[src/rtl/ccm_pkg.sv]
// Shared types for the CCM sequencer.
// Assumes: 128-bit blocks, byte 0 held in the top byte.
package ccm_pkg;
    localparam int BLK_BYTES = 16;
    localparam int BLK_W     = 8 * BLK_BYTES;

    // Kind of engine request; decides where the result goes.
    typedef enum logic [1:0] {
        JOB_CHAIN  = 2'd0,
        JOB_STREAM = 2'd1,
        JOB_MASK   = 2'd2
    } job_t;

    // Sequencer control state.
    typedef enum logic [1:0] {
        S_IDLE = 2'd0,
        S_REQ  = 2'd1,
        S_WAIT = 2'd2
    } seq_st_t;
endpackage

[src/rtl/ccm_ctr_gen.sv]
// Builds a 128-bit counter block as {CNT_BYTES-1, nonce, count}.
// The count is big-endian in the low CNT_BYTES bytes.
// Assumes: 2 <= CNT_BYTES <= 8.
module ccm_ctr_gen #(
    parameter int CNT_BYTES = 2
) (
    input  logic [8*(15-CNT_BYTES)-1:0] nonce,
    input  logic [8*CNT_BYTES-1:0]      count,
    output logic [127:0]                blk
);
    localparam logic [7:0] FLAGS = 8'(CNT_BYTES - 1);

    // Concatenate the flags byte, the nonce and the count.
    always_comb begin
        blk = {FLAGS, nonce, count};
    end
endmodule

[src/rtl/ccm_byte_mask.sv]
// Produces a byte-keep mask: the leading NB bytes are ones, the rest zero.
// Assumes: nbytes is in 0..16. Byte 0 is bits 127:120.
module ccm_byte_mask (
    input  logic [4:0]   nbytes,
    output logic [127:0] mask
);
    for (genvar j = 0; j < 16; j++) begin : g_byte
        // Keep byte j when it falls inside the leading count.
        assign mask[127-8*j -: 8] = (nbytes > 5'(j)) ? 8'hFF : 8'h00;
    end
endmodule

[src/rtl/ccm_ctrl.sv]
// Control FSM for the sequencer.
// Accepts one block at a time, then issues engine requests in a fixed order:
// first the chain request, then the keystream request if the block carries
// payload, then the tag-mask request if the block is the last one.
// The job kind held here routes each engine result.
// Assumes: the engine answers each start with exactly one done.
module ccm_ctrl
    import ccm_pkg::*;
(
    input  logic clk,
    input  logic rst_n,
    input  logic blk_valid,
    input  logic blk_last,
    input  logic is_payload,
    input  logic key_ready,
    input  logic aes_done,
    output logic blk_ready,
    output logic accept,
    output logic aes_start,
    output job_t job,
    output logic last_q,
    output logic res_chain,
    output logic res_stream,
    output logic res_mask
);
    seq_st_t st;
    logic    pay_q;
    logic    pend;

    // Handshake and request strobes derived from the state.
    always_comb begin
        blk_ready  = (st == S_IDLE);
        accept     = blk_ready && blk_valid;
        aes_start  = (st == S_REQ) && key_ready;
        res_chain  = (st == S_WAIT) && aes_done && (job == JOB_CHAIN);
        res_stream = (st == S_WAIT) && aes_done && (job == JOB_STREAM);
        res_mask   = (st == S_WAIT) && aes_done && (job == JOB_MASK);
    end

    // State, job kind and per-block flags.
    always_ff @(posedge clk) begin
        if (!rst_n) begin
            st     <= S_IDLE;
            job    <= JOB_CHAIN;
            last_q <= 1'b0;
            pay_q  <= 1'b0;
        end else begin
            case (st)
                S_IDLE: begin
                    if (accept) begin
                        job    <= JOB_CHAIN;
                        last_q <= blk_last;
                        pay_q  <= is_payload;
                        st     <= S_REQ;
                    end
                end
                S_REQ: begin
                    if (key_ready) st <= S_WAIT;
                end
                S_WAIT: begin
                    if (aes_done) begin
                        case (job)
                            JOB_CHAIN: begin
                                if (pay_q) begin
                                    job <= JOB_STREAM;
                                    st  <= S_REQ;
                                end else if (last_q) begin
                                    job <= JOB_MASK;
                                    st  <= S_REQ;
                                end else begin
                                    st  <= S_IDLE;
                                end
                            end
                            JOB_STREAM: begin
                                if (last_q) begin
                                    job <= JOB_MASK;
                                    st  <= S_REQ;
                                end else begin
                                    st  <= S_IDLE;
                                end
                            end
                            default: st <= S_IDLE;
                        endcase
                    end
                end
                default: st <= S_IDLE;
            endcase
        end
    end

    // Outstanding-request tracker, seen from the handshake pins.
    always_ff @(posedge clk) begin
        if (!rst_n)         pend <= 1'b0;
        else if (aes_start) pend <= 1'b1;
        else if (aes_done)  pend <= 1'b0;
    end

    // no second start while a request is outstanding
    p_one_req_r3: assert property (@(posedge clk) disable iff (!rst_n)
        (pend && !aes_done) |-> !aes_start);

    // a waiting request holds, and nothing is launched, without key_ready
    p_key_hold_r2: assert property (@(posedge clk) disable iff (!rst_n)
        (st == S_REQ && !key_ready) |=> (st == S_REQ && !pend));

    // an accepted block blocks further input on the next cycle
    p_accept_busy_r9: assert property (@(posedge clk) disable iff (!rst_n)
        accept |=> !blk_ready);
endmodule

[src/rtl/ccm_seq.sv]
// CCM authenticate-and-encrypt sequencer.
// Chains formatted blocks through CBC-MAC and encrypts counter blocks with
// one shared AES engine. It emits masked ciphertext and a truncated tag.
// Assumes: nonce, mac_len, pay_first and pay_last_bytes stay stable during
// a message, and pay_first >= 1.
module ccm_seq
    import ccm_pkg::*;
#(
    parameter int CNT_BYTES = 2,
    parameter int IDX_W     = 8
) (
    input  logic                        clk,
    input  logic                        rst_n,
    input  logic                        key_ready,
    input  logic                        blk_valid,
    output logic                        blk_ready,
    input  logic [127:0]                blk_data,
    input  logic                        blk_last,
    input  logic [8*(15-CNT_BYTES)-1:0] nonce,
    input  logic [4:0]                  mac_len,
    input  logic [IDX_W-1:0]            pay_first,
    input  logic [4:0]                  pay_last_bytes,
    output logic                        aes_start,
    output logic [127:0]                aes_in,
    input  logic                        aes_done,
    input  logic [127:0]                aes_out,
    output logic                        ct_valid,
    output logic [127:0]                ct_data,
    output logic                        ct_last,
    output logic                        tag_valid,
    output logic [127:0]                tag_data
);
    localparam int CNT_W = 8 * CNT_BYTES;

    logic [127:0]     blk_q;
    logic [127:0]     chain_q;
    logic [CNT_W-1:0] cnt_q;
    logic [IDX_W-1:0] idx_q;
    logic             in_msg;
    logic [4:0]       nbytes_q;
    logic [IDX_W-1:0] cur_idx;
    logic             is_payload;
    logic             accept;
    logic             last_q;
    logic             res_chain, res_stream, res_mask;
    job_t             job;
    logic [CNT_W-1:0] ctr_count;
    logic [127:0]     ctr_blk;
    logic [127:0]     ct_keep;
    logic [127:0]     tag_keep;

    // Index of the offered block and whether it carries payload.
    always_comb begin
        cur_idx    = in_msg ? idx_q : '0;
        is_payload = (cur_idx >= pay_first);
    end

    ccm_ctrl u_ctrl (
        .clk        (clk),
        .rst_n      (rst_n),
        .blk_valid  (blk_valid),
        .blk_last   (blk_last),
        .is_payload (is_payload),
        .key_ready  (key_ready),
        .aes_done   (aes_done),
        .blk_ready  (blk_ready),
        .accept     (accept),
        .aes_start  (aes_start),
        .job        (job),
        .last_q     (last_q),
        .res_chain  (res_chain),
        .res_stream (res_stream),
        .res_mask   (res_mask)
    );

    // Counter value: zero for the tag mask, else the running payload count.
    always_comb begin
        ctr_count = (job == JOB_MASK) ? '0 : cnt_q;
    end

    ccm_ctr_gen #(.CNT_BYTES(CNT_BYTES)) u_ctr (
        .nonce (nonce),
        .count (ctr_count),
        .blk   (ctr_blk)
    );

    ccm_byte_mask u_ct_mask (
        .nbytes (nbytes_q),
        .mask   (ct_keep)
    );

    ccm_byte_mask u_tag_mask (
        .nbytes (mac_len),
        .mask   (tag_keep)
    );

    // Engine input: chain XOR block for chain work, else the counter block.
    always_comb begin
        aes_in = (job == JOB_CHAIN) ? (chain_q ^ blk_q) : ctr_blk;
    end

    // Block capture, message position, chain and counter state.
    always_ff @(posedge clk) begin
        if (!rst_n) begin
            blk_q    <= '0;
            chain_q  <= '0;
            cnt_q    <= '0;
            idx_q    <= '0;
            in_msg   <= 1'b0;
            nbytes_q <= 5'd16;
        end else begin
            if (accept) begin
                blk_q    <= blk_data;
                idx_q    <= cur_idx + 1'b1;
                in_msg   <= !blk_last;
                nbytes_q <= blk_last ? pay_last_bytes : 5'd16;
                if (!in_msg) begin
                    chain_q <= '0;
                    cnt_q   <= is_payload ? CNT_W'(1) : '0;
                end else if (is_payload) begin
                    cnt_q   <= cnt_q + 1'b1;
                end
            end
            if (res_chain) chain_q <= aes_out;
        end
    end

    // Ciphertext and tag outputs, one-cycle valid pulses.
    always_ff @(posedge clk) begin
        if (!rst_n) begin
            ct_valid  <= 1'b0;
            ct_data   <= '0;
            ct_last   <= 1'b0;
            tag_valid <= 1'b0;
            tag_data  <= '0;
        end else begin
            ct_valid  <= res_stream;
            tag_valid <= res_mask;
            if (res_stream) begin
                ct_data <= (blk_q ^ aes_out) & ct_keep;
                ct_last <= last_q;
            end
            if (res_mask) tag_data <= (chain_q ^ aes_out) & tag_keep;
        end
    end

    // one ciphertext pulse per keystream result
    p_ct_pulse_r6: assert property (@(posedge clk) disable iff (!rst_n)
        ct_valid |=> !ct_valid);

    // bytes past the valid count are zero
    p_ct_tail_r7: assert property (@(posedge clk) disable iff (!rst_n)
        ct_valid |-> ((ct_data & ~ct_keep) == '0));

    // tag bytes past mac_len are zero
    p_tag_trunc_r8: assert property (@(posedge clk) disable iff (!rst_n)
        tag_valid |-> ((tag_data & ~tag_keep) == '0));

    // the tag comes after the message's ciphertext, never with it
    p_tag_alone_r9: assert property (@(posedge clk) disable iff (!rst_n)
        tag_valid |-> !ct_valid);
endmodule

[config.mk]
export PLATFORM = sky130hd
export DESIGN_NAME = ccm_seq
export DESIGN_NICKNAME = d
export VERILOG_FILES = /design/src/rtl/ccm_pkg.sv /design/src/rtl/ccm_ctr_gen.sv /design/src/rtl/ccm_byte_mask.sv /design/src/rtl/ccm_ctrl.sv /design/src/rtl/ccm_seq.sv
export SDC_FILE = /design/constraint.sdc
export NUM_CORES = 1
export LEC_CHECK = 0
export ABC_AREA = 1
export BUFFER_PORTS_ARGS = -buffer_cell sky130_fd_sc_hd__buf_4
export CAP_MARGIN = 30
export CORE_AREA = 2 2 298 300
export CTS_BUF_LIST = sky130_fd_sc_hd__clkbuf_8
export DETAILED_ROUTE_END_ITERATION = 16
export DIE_AREA = 0 0 300 302
export HOLD_SLACK_MARGIN = 0.12
export SLEW_MARGIN = 15
export SYNTH_ARGS = -nofsm -noshare
export SYNTH_HDL_FRONTEND = slang
export SYNTH_HIERARCHICAL = 1
export SYNTH_SLANG_ARGS = --single-unit
[constraint.sdc]
create_clock -name clk -period 1.9 [get_ports clk]
set_input_delay 0.285 -clock clk [delete_from_list [all_inputs] [get_ports clk]]
set_output_delay 0.285 -clock clk [all_outputs]
set_load 0.03 [all_outputs]
Word level (Yosys, flattened, before mapping)
Index checks and enable logic that the tools add are counted.

Output and inout port bits: 389. Logic and storage cells: 136. Register bits after elaboration: 551.

Bitwise operators: 5. Mux-type cells: 55. Eq/ne operators: 10. Order comparisons: 33. Add/sub/neg operators: 2. Reduce and logical (&&, ||, !) cells: 16.

Operator list (count): two-way mux 128 bit (4); XOR 128 bit (3); two-way mux 8 bit (33); AND 128 bit (2); greater-than comparator 5 x 4 -> 1 bit (second input constant) (16); two-way mux 16 bit (3); greater-than comparator 5 x 3 -> 1 bit (second input constant) (8); greater-than comparator 5 x 1 -> 1 bit (second input constant) (4); greater-than comparator 5 x 2 -> 1 bit (second input constant) (4); adder 16 x 1 -> 16 bit (second input constant) (1); two-way mux 2 bit (8); one-hot mux 2 bit (2 select lines) (3); adder 8 x 1 -> 8 bit (second input constant) (1); greater-or-equal comparator 8 bit (1); logical AND 1 bit (6); != test 2 x 1 -> 1 bit (second input constant) (3); one-hot mux 2 bit (3 select lines) (1); AND reduction 2 bit (3); two-way mux 5 bit (1); equality test 2 x 1 -> 1 bit (second input constant) (2); equality test 2 bit (second input constant) (2); logical NOT 2 bit (2); != test 2 bit (second input constant) (2); AND reduction 4 bit (1); other kinds (5) (7).

Logic depth before layout (Yosys ltp)
Gate-level depths: netlist (run 1).

Depth in word-level cells: 5. Mapped depth: 16. Gate-level depth less buffers: 14.

By module
The synthesis (run 1) kept the hierarchy.

Modules (own cells, without submodules): ccm_seq (cells an instance 3443, seq. area each 10910.5 um2, area an instance 25239.2 um2, instances 1); ccm_byte_mask (cells an instance 153, seq. area each 0.0 um2, area an instance 1024.7 um2, instances 2); ccm_ctr_gen (cells an instance 130, seq. area each 0.0 um2, area an instance 968.4 um2, instances 1); ccm_ctrl (cells an instance 55, seq. area each 120.1 um2, area an instance 354.1 um2, instances 1).

Worst setup path before layout (run 1)
No wires, ideal clock.

Path type: register -> register. Start: register u_ctrl.st[0]. End: register idx_q[7]. Clock period less this slack: 1870 ps. Arrival: 1752 ps. Required time: 1782 ps. Path slack: 30 ps. Cell stages (with the launch flop): 12. Cells stage by stage: dfxtp_1 > nor2_2 > nand2_4 > inv_1 > buf_6 > inv_4 > nor2_4 > nand3_2 > nor3_4 > nand3_2 > nor3_1 > nor2_1.

Longest elaborated chain between the ends: 2.

RTL lines: start: declaration (line ccm_ctrl.sv:26) `seq_st_t st;`; start signal: assignment (line ccm_ctrl.sv:43) `st <= S_IDLE;`; start signal: assignment (line ccm_ctrl.sv:54) `st <= S_REQ;`; start signal: assignment (line ccm_ctrl.sv:58) `if (key_ready) st <= S_WAIT;`; logical NOT 2 bit (line ccm_ctrl.sv:32) `blk_ready = (st == S_IDLE);`; named net blk_ready (line ccm_seq.sv:16) `output logic blk_ready,`; logical AND 1 bit (line ccm_ctrl.sv:33) `accept = blk_ready && blk_valid;`; named net accept (line ccm_seq.sv:43) `logic accept;`; end signal: assignment (line ccm_seq.sv:114) `idx_q <= cur_idx + 1'b1;`; end: declaration (line ccm_seq.sv:38) `logic [IDX_W-1:0] idx_q;`.

The timed path passes the listed nets, and every way through them passes these cells. A chain may end at the register's enable or synchronous reset.

Worst setup path after layout (run 1)
Start: register u_ctrl.job[1]. End: output port aes_in[55].

Longest elaborated chain between the ends: 2.

RTL lines: start: declaration (line ccm_ctrl.sv:20) `output job_t job,`; start signal: assignment (line ccm_ctrl.sv:44) `job <= JOB_CHAIN;`; start signal: assignment (line ccm_ctrl.sv:51) `job <= JOB_CHAIN;`; start signal: assignment (line ccm_ctrl.sv:65) `job <= JOB_STREAM;`; logical NOT 2 bit (line ccm_seq.sv:99) `aes_in = (job == JOB_CHAIN) ? (chain_q ^ blk_q) : ctr_blk;`; two-way mux 128 bit (line ccm_seq.sv:99); end: declaration (line ccm_seq.sv:24) `output logic [127:0] aes_in,`.

Every way passes these cells.

==> results.json, run 1 <==
{
  "fmax_mhz": 410.8,
  "critPathKind": "reg -> out",
  "r2r_slack_ns": 0.08,
  "track_usage_pct": 24.08,
  "dp_cells": 5423,
  "reg2regPathDepth": 9,
  "period_needed_ns": 2.434,
  "fin_nets": 5110,
  "slew_viol_final": 0,
  "seq_power_share_pct": 35.1,
  "p_leak_uw": 0.01780,
  "synthFlopType": "dfxtp_1",
  "ir_drop_mv": 0.6263,
  "share_comb_of_total_power_pct": 32.1,
  "p_clk_share_pct": 32.8,
  "relSlewSlack_pct": 51.29,
  "core.rowCount": 109,
  "clk_pin_slew_ns": 0.06,
  "antenna_found_initial": 9,
  "worstHoldPathCells": 5,
  "synth-edff-count": 0,
  "tritoncts": "done",
  "grt_pass1_wl_microns": 167500,
  "holdWs_ns": 0.2159,
  "syn2layout_area_growth_pct": 45.08,
  "crit_fanout": 8,
  "ys_ff_latch": 551,
  "min-delay-start": "mac_len[2]",
  "cp_top_family": "buffers and inverters",
  "cpPeakStageDelay_ns": 0.36,
  "drt-pass1-iter-count": 6,
  "grt_max_degree": 83,
  "cp_data_required_time_ns": 1.62,
  "layoutNonFillerInstCount": 5965,
  "synth_cells": 3934,
  "intPower_uw": 23470,
  "cts_made_buffers": 100,
  "yosysUniqueCellTypes": 35,
  "wl_microns": 120400,
  "coreArea_sq_mm": 0.08756,
  "drt_iter0_markers": 1951,
  "fin_ws_ns": -0.5344,
  "die_area_sq_mm": 0.09060,
  "cts.sinks": 551,
  "postSynth.asyncResetShare_pct": 0,
  "r2r_end": "chain_q[12]$_SDFFE_PN0P_",
  "powerDensity_mw_per_mm2": 863.7,
  "syn_area_sq_mm": 0.02861,
  "gp_congestion": 0.8386,
  "crit_path_start_kind": "flop",
  "violations": "negative setup slack",
  "rsz0062_at_grt": "yes",
  "wl_per_cell_microns": 20.18,
  "final_util_pct": 47.41,
  "min_to": "tag_data[34]$_SDFFE_PN0P_",
  "outcome": "complete, but fails checks",
  "synth.avg_cell_area_sq_um": 7.273,
  "cts_max_path_buffers": 3,
  "ys_top_cells_by_area": "dfxtp_1, a21oi_1, buf_4, o21ai_0, nand3_1",
  "regToRegStartpoint": "u_ctrl/job[1]$_SDFFE_PN0P_",
  "power.share.switching_pct": 34.55,
  "drv_cap": 0,
  "tns_ns": -55.64,
  "cp-end-kind": "primary output",
  "initial_core_util_pct": 32.68,
  "antenna_left": 0,
  "post-route-period-util_pct": 128.1,
  "grt_overflow": 0,
  "setup_viol_count_final": 128,
  "dieHeight_microns": 302,
  "crit_slowest_cell": "dfxtp_4",
  "drive_gt1_share_pct": 33.12,
  "grt_pass1_vias": 27170,
  "tightest_slew_ns": 0.7289,
  "path_buf_inv": 5,
  "yosysSeqAreaShare_pct": 38.55,
  "clock_latency_ns": 0.70,
  "via_per_inst": 4.889,
  "htreeDepth": 3,
  "port_buffers": 772,
  "drc": 0,
  "synth_top_cell_area_share_pct": 38.55,
  "num_vias": 29160,
  "dp_hpwl_microns": 79770,
  "io_pins": 773,
  "switchingPower_uw": 12390,
  "post-synth-top-area-cell": "dfxtp_1",
  "die_x_microns": 300,
  "crit_arrival_ns": 2.15,
  "yosys_warnings": 6,
  "hold_path.class": "in -> reg",
  "finalHoldViolCount": 0,
  "skew_ns": 0.04435,
  "cp_cell_sequence": "nor2_4 > buf_6 > buf_12 > buf_12 > nor2_4 > a21oi_2 > buf_4 > buf_6",
  "clock-root-buffer": "clkbuf_8"
}
cells by family after synthesis:
kind of cell | share of synthesized area (%)
and+or+nand+nor | 23.04
AOI/OAI and AO/OA | 17.92
buffers and inverters | 14.82
DFF | 38.55
xor gates and xnor gates | 5.204
adders and majority gates | 0.4373
other | 0.02625
cell type report:
type,instances,area [sq um]
fillers,8408,46050
inverters,160,643.1
clock inverters,49,296.5
clock buffers,129,1775
multi-input cells,2653,14510
repair buffers,1249,11750
diodes,8,20.02
repair inverters,1,8.758
well taps,1165,1458
flip-flops and latches,551,11050
through the flow:
step                      area (sq um)  power, uW  worst slack, ns
after global placement           33720      21330         -0.01867
after CTS                        40130      35180          -0.5911
after global routing             41510      37340          -0.6191
after floorplan                  28630      18170          0.03007
final                            41510      35850          -0.5344
after detailed placement         33720      21380        -0.002157
worst max-delay path by stage:
stage                                        to                       start  cells past startpoint
after floorplan           idx_q[7]$_SDFFE_PN0P_   u_ctrl/st[0]$_SDFFE_PN0P_                     11
after global placement               aes_in[30]  u_ctrl/job[1]$_SDFFE_PN0P_                      6
after detailed placement             aes_in[30]  u_ctrl/job[1]$_SDFFE_PN0P_                      6
after CTS                            aes_in[63]  u_ctrl/job[0]$_SDFFE_PN0P_                      7
after global routing                aes_in[116]  u_ctrl/job[0]$_SDFFE_PN0P_                      7
final                                aes_in[55]  u_ctrl/job[1]$_SDFFE_PN0P_                      8
routing by layer:
| layer | global-route usage [%] | up-vias | routed length [microns] |
|---|---|---|---|
| li1 | - | 14250 | - |
| met5 | 0 | - | 31 |
| met3 | 5.861 | 213 | 9000 |
| met1 | 29.66 | 13580 | 50340 |
| met4 | 7.714 | 4 | 3987 |
| met2 | 41.26 | 1118 | 57020 |
power groups by stage:
| stage | registers (uW) | clock network [uW] | logic (uW) |
|---|---|---|---|
| 5_1_grt | 12700 | 12600 | 12100 |
| 4_1_cts | 12600 | 12100 | 10500 |
| 3_3_place_gp | 12800 | 0 | 8520 |
| 2_1_floorplan | 12800 | 0 | 5400 |
| 6_report | 12600 | 11800 | 11500 |
| 3_5_place_dp | 12800 | 0 | 8550 |
synth_stat cells, types with 8 or more instances:
cell / count
inv_1: 153
nand3_1: 383
dfxtp_1: 551
xnor2_1: 128
nand2_1: 500
or2_2: 215
o21ai_0: 396
ha_1: 10
a21oi_1: 615
nor2_1: 308
buf_2: 94
nor3_1: 9
xor2_1: 42
nand2_2: 8
buf_4: 357
clkbuf_1: 120
state kept, by name, indices dropped and copies added (netlist names):
name and cells:
blk_q 128, chain_q 128, ct_data 128, tag_data 128, cnt_q 16, idx_q 8, nbytes_q 5, u_ctrl/job 2
u_ctrl/st 2, ct_last 1, ct_valid 1, in_msg 1, tag_valid 1, u_ctrl/last_q 1, u_ctrl/pay_q 1
worst min-delay path, stage by stage:
cell and delay [ns]:
buf_4 0.13, nand2_1 0.11, nand2_4 0.16, nand3_1 0.12, a21oi_1 0.05
what timing repair did:
item                                    CTS  global route
endpoints found under the setup margin  139           411
pin swaps                                11            27
hold buffers                            271             0
resized for setup                       237           229
setup buffers                            34            28
endpoints found under the hold margin   531             0
gates cloned                             17            13
layout by cell type (no fill, tap or decap), drive strengths merged, types with 193 or more instances in the layout:
cell type	count
buf	965
a21oi	616
dfxtp	551
nand2	512
o21ai	401
nand3	387
nor2	316
dlygate4sd3	271
or2	215
inv	193
Note: power is estimated with default switching activity, not from simulation.
==> run 2: changes to the inputs <==
CORE_AREA = 2 2 304 306   (was 2 2 298 300)
CTS_BUF_LIST = unset   (was sky130_fd_sc_hd__clkbuf_8)
DIE_AREA = 0 0 306 308   (was 0 0 300 302)
REMOVE_ABC_BUFFERS = 1   (was unset)
==> run 2 against run 1 <==
Compared with the run above: the run still ends with negative setup slack left; cell area rose by 1.4%; sequential power is essentially flat; non-clock buffer count fell by 6; total power is 4.7% higher; utilization decreased by 1.2 points; register-to-register slack got worse by 0.03 ns; global-route usage down 2.1 points; hold slack improved by 0.095 ns; clock power is 12% higher; sequential share of layout area is 0.36 points lower; first-iteration DRC count up 8.4%; fmax rose by 2.2%.
==> results.json, run 2 (same netlist as run 1, synthesis figures left out) <==
{
  "outcome": "complete, but fails checks",
  "violations": "negative setup slack",
  "layout_common_cells": "buf_4, dfxtp_1, a21oi_1",
  "drive_gt1_share_pct": 32.96,
  "path_buf_inv": 6,
  "critPathMostFrequentCell": "buf_12",
  "htreeDepth": 3,
  "clock-root-buffer": "clkbuf_16",
  "tns_ns": -46.33,
  "cts.sinks": 551,
  "port_buffers": 772,
  "clk_pin_slew_ns": 0.06,
  "crit_arrival_ns": 2.10,
  "powerDensity_mw_per_mm2": 892.2,
  "tightest_slew_ns": 0.6214,
  "relSlewSlack_pct": 58.27,
  "fmax_mhz": 419.8,
  "initial_core_util_pct": 31.45,
  "core.rowCount": 111,
  "cp_data_required_time_ns": 1.62,
  "grt_pass1_vias": 27110,
  "r2r_slack_ns": 0.05,
  "post-route-period-util_pct": 125.4,
  "wl_per_cell_microns": 20.09,
  "dieHeight_microns": 308,
  "io_pins": 773,
  "crit_path_start_kind": "flop",
  "ir_drop_mv": 0.5158,
  "cp_top_family": "buffers and inverters",
  "cp_cell_sequence": "nor2_4 > buf_12 > buf_12 > buf_12 > buf_16 > buf_8 > nor2_4 > a21oi_2 > buf_6",
  "setup_viol_count_final": 128,
  "drt_iter0_markers": 2115,
  "skew_ns": 0.04052,
  "hold_path.class": "in -> reg",
  "dp_hpwl_microns": 75960,
  "clock_latency_ns": 0.63,
  "final_common_cell": "buf_4",
  "finalHoldViolCount": 0,
  "gp_congestion": 0.8739,
  "via_per_inst": 4.976,
  "antenna_found_initial": 9,
  "cp-end-kind": "primary output",
  "cts_max_path_buffers": 3,
  "rsz0062_at_grt": "yes",
  "dp_slack_ns": -0.03789,
  "power_uw": 37550,
  "grt_max_degree": 93,
  "drv_cap": 0,
  "track_usage_pct": 22.03,
  "wl_microns": 118800,
  "period_needed_ns": 2.382,
  "p_leak_uw": 0.01783,
  "fin_nets": 5070,
  "coreArea_sq_mm": 0.09097,
  "slew_viol_final": 0,
  "grt_overflow": 0,
  "drc": 0,
  "cts_made_buffers": 67,
  "min-delay-start": "mac_len[0]",
  "crit_fanout": 7,
  "syn2layout_area_growth_pct": 47.08,
  "die_area_sq_mm": 0.09425,
  "antenna_left": 0,
  "grt_pass1_wl_microns": 161800,
  "drt-pass1-iter-count": 5,
  "die_x_microns": 306,
  "crit_path_start": "u_ctrl/job[1]$_SDFFE_PN0P_",
  "fin_ws_ns": -0.4822,
  "regToRegStartpoint": "u_ctrl/st[1]$_SDFFE_PN0P_",
  "tritoncts": "done",
  "critPathKind": "reg -> out",
  "crit_slowest_cell": "dfxtp_4",
  "num_vias": 29440,
  "cpPeakStageDelay_ns": 0.35
}
run 2: stage by stage:
step	cells	area, sq um	hold slack [ns]	util, %
detailed placement	5440	33690	0.4703	37.04
global route	5913	42070	0.3489	46.25
floorplan	3364	25000	0.3539	-
global placement	5440	33690	0.4650	37.04
finish	5916	42080	0.3108	46.26
CTS	5862	40130	0.2830	44.12
run 2: area by class of cell:
type	instances	area (sq um)
Sequential cell	551	11040
Multi-Input combinational cell	2653	14710
Timing Repair Buffer	1243	11950
Fill cell	8655	48890
Tap cell	1186	1484
Inverter	160	626.9
Clock buffer	97	1929
Clock inverter	20	320.3
Antenna cell	6	15.01
run 2: power breakdown:
part	total [uW]	internal (uW)	switching (uW)
clock network	13200	7590	5570
registers	12600	12100	537
logic	11800	5280	6520
total	37500	24900	12600
run 2: per-layer routing:
| metal | part of all wire, % | global-route usage, % | up-vias |
|---|---|---|---|
| li1 | - | - | 14150 |
| met1 | 40 | 26.49 | 13780 |
| met2 | 48 | 38.59 | 1185 |
| met3 | 7.1 | 4.508 | 307 |
| met4 | 4.1 | 8.191 | 10 |
| met5 | 0.056 | 0 | - |
run 2: repair_timing:
item	CTS	global route
hold buffers	269	0
hold endpoints to repair	521	0
cloned	18	22
gates resized for setup	203	319
setup endpoints to repair	143	376
pin swaps	23	29
setup buffers	20	32
run 2: worst paths after layout:
check	endpoint	cells after the start
setup / recovery	aes_in[92]	9
setup reg to reg	ct_data[25]$_SDFFE_PN0P_	7
hold / removal	tag_data[127]$_SDFFE_PN0P_	6
hold reg to reg	ct_last$_SDFFE_PN0P_	2
run 2: worst reg2reg max path, stage by stage (launching register included):
cell      delay [ns]
dfxtp_2         0.36
inv_1           0.11
nor2_4          0.15
nand3_4         0.14
nor2_4          0.24
buf_12          0.16
clkbuf_8        0.38
a21oi_1         0.17
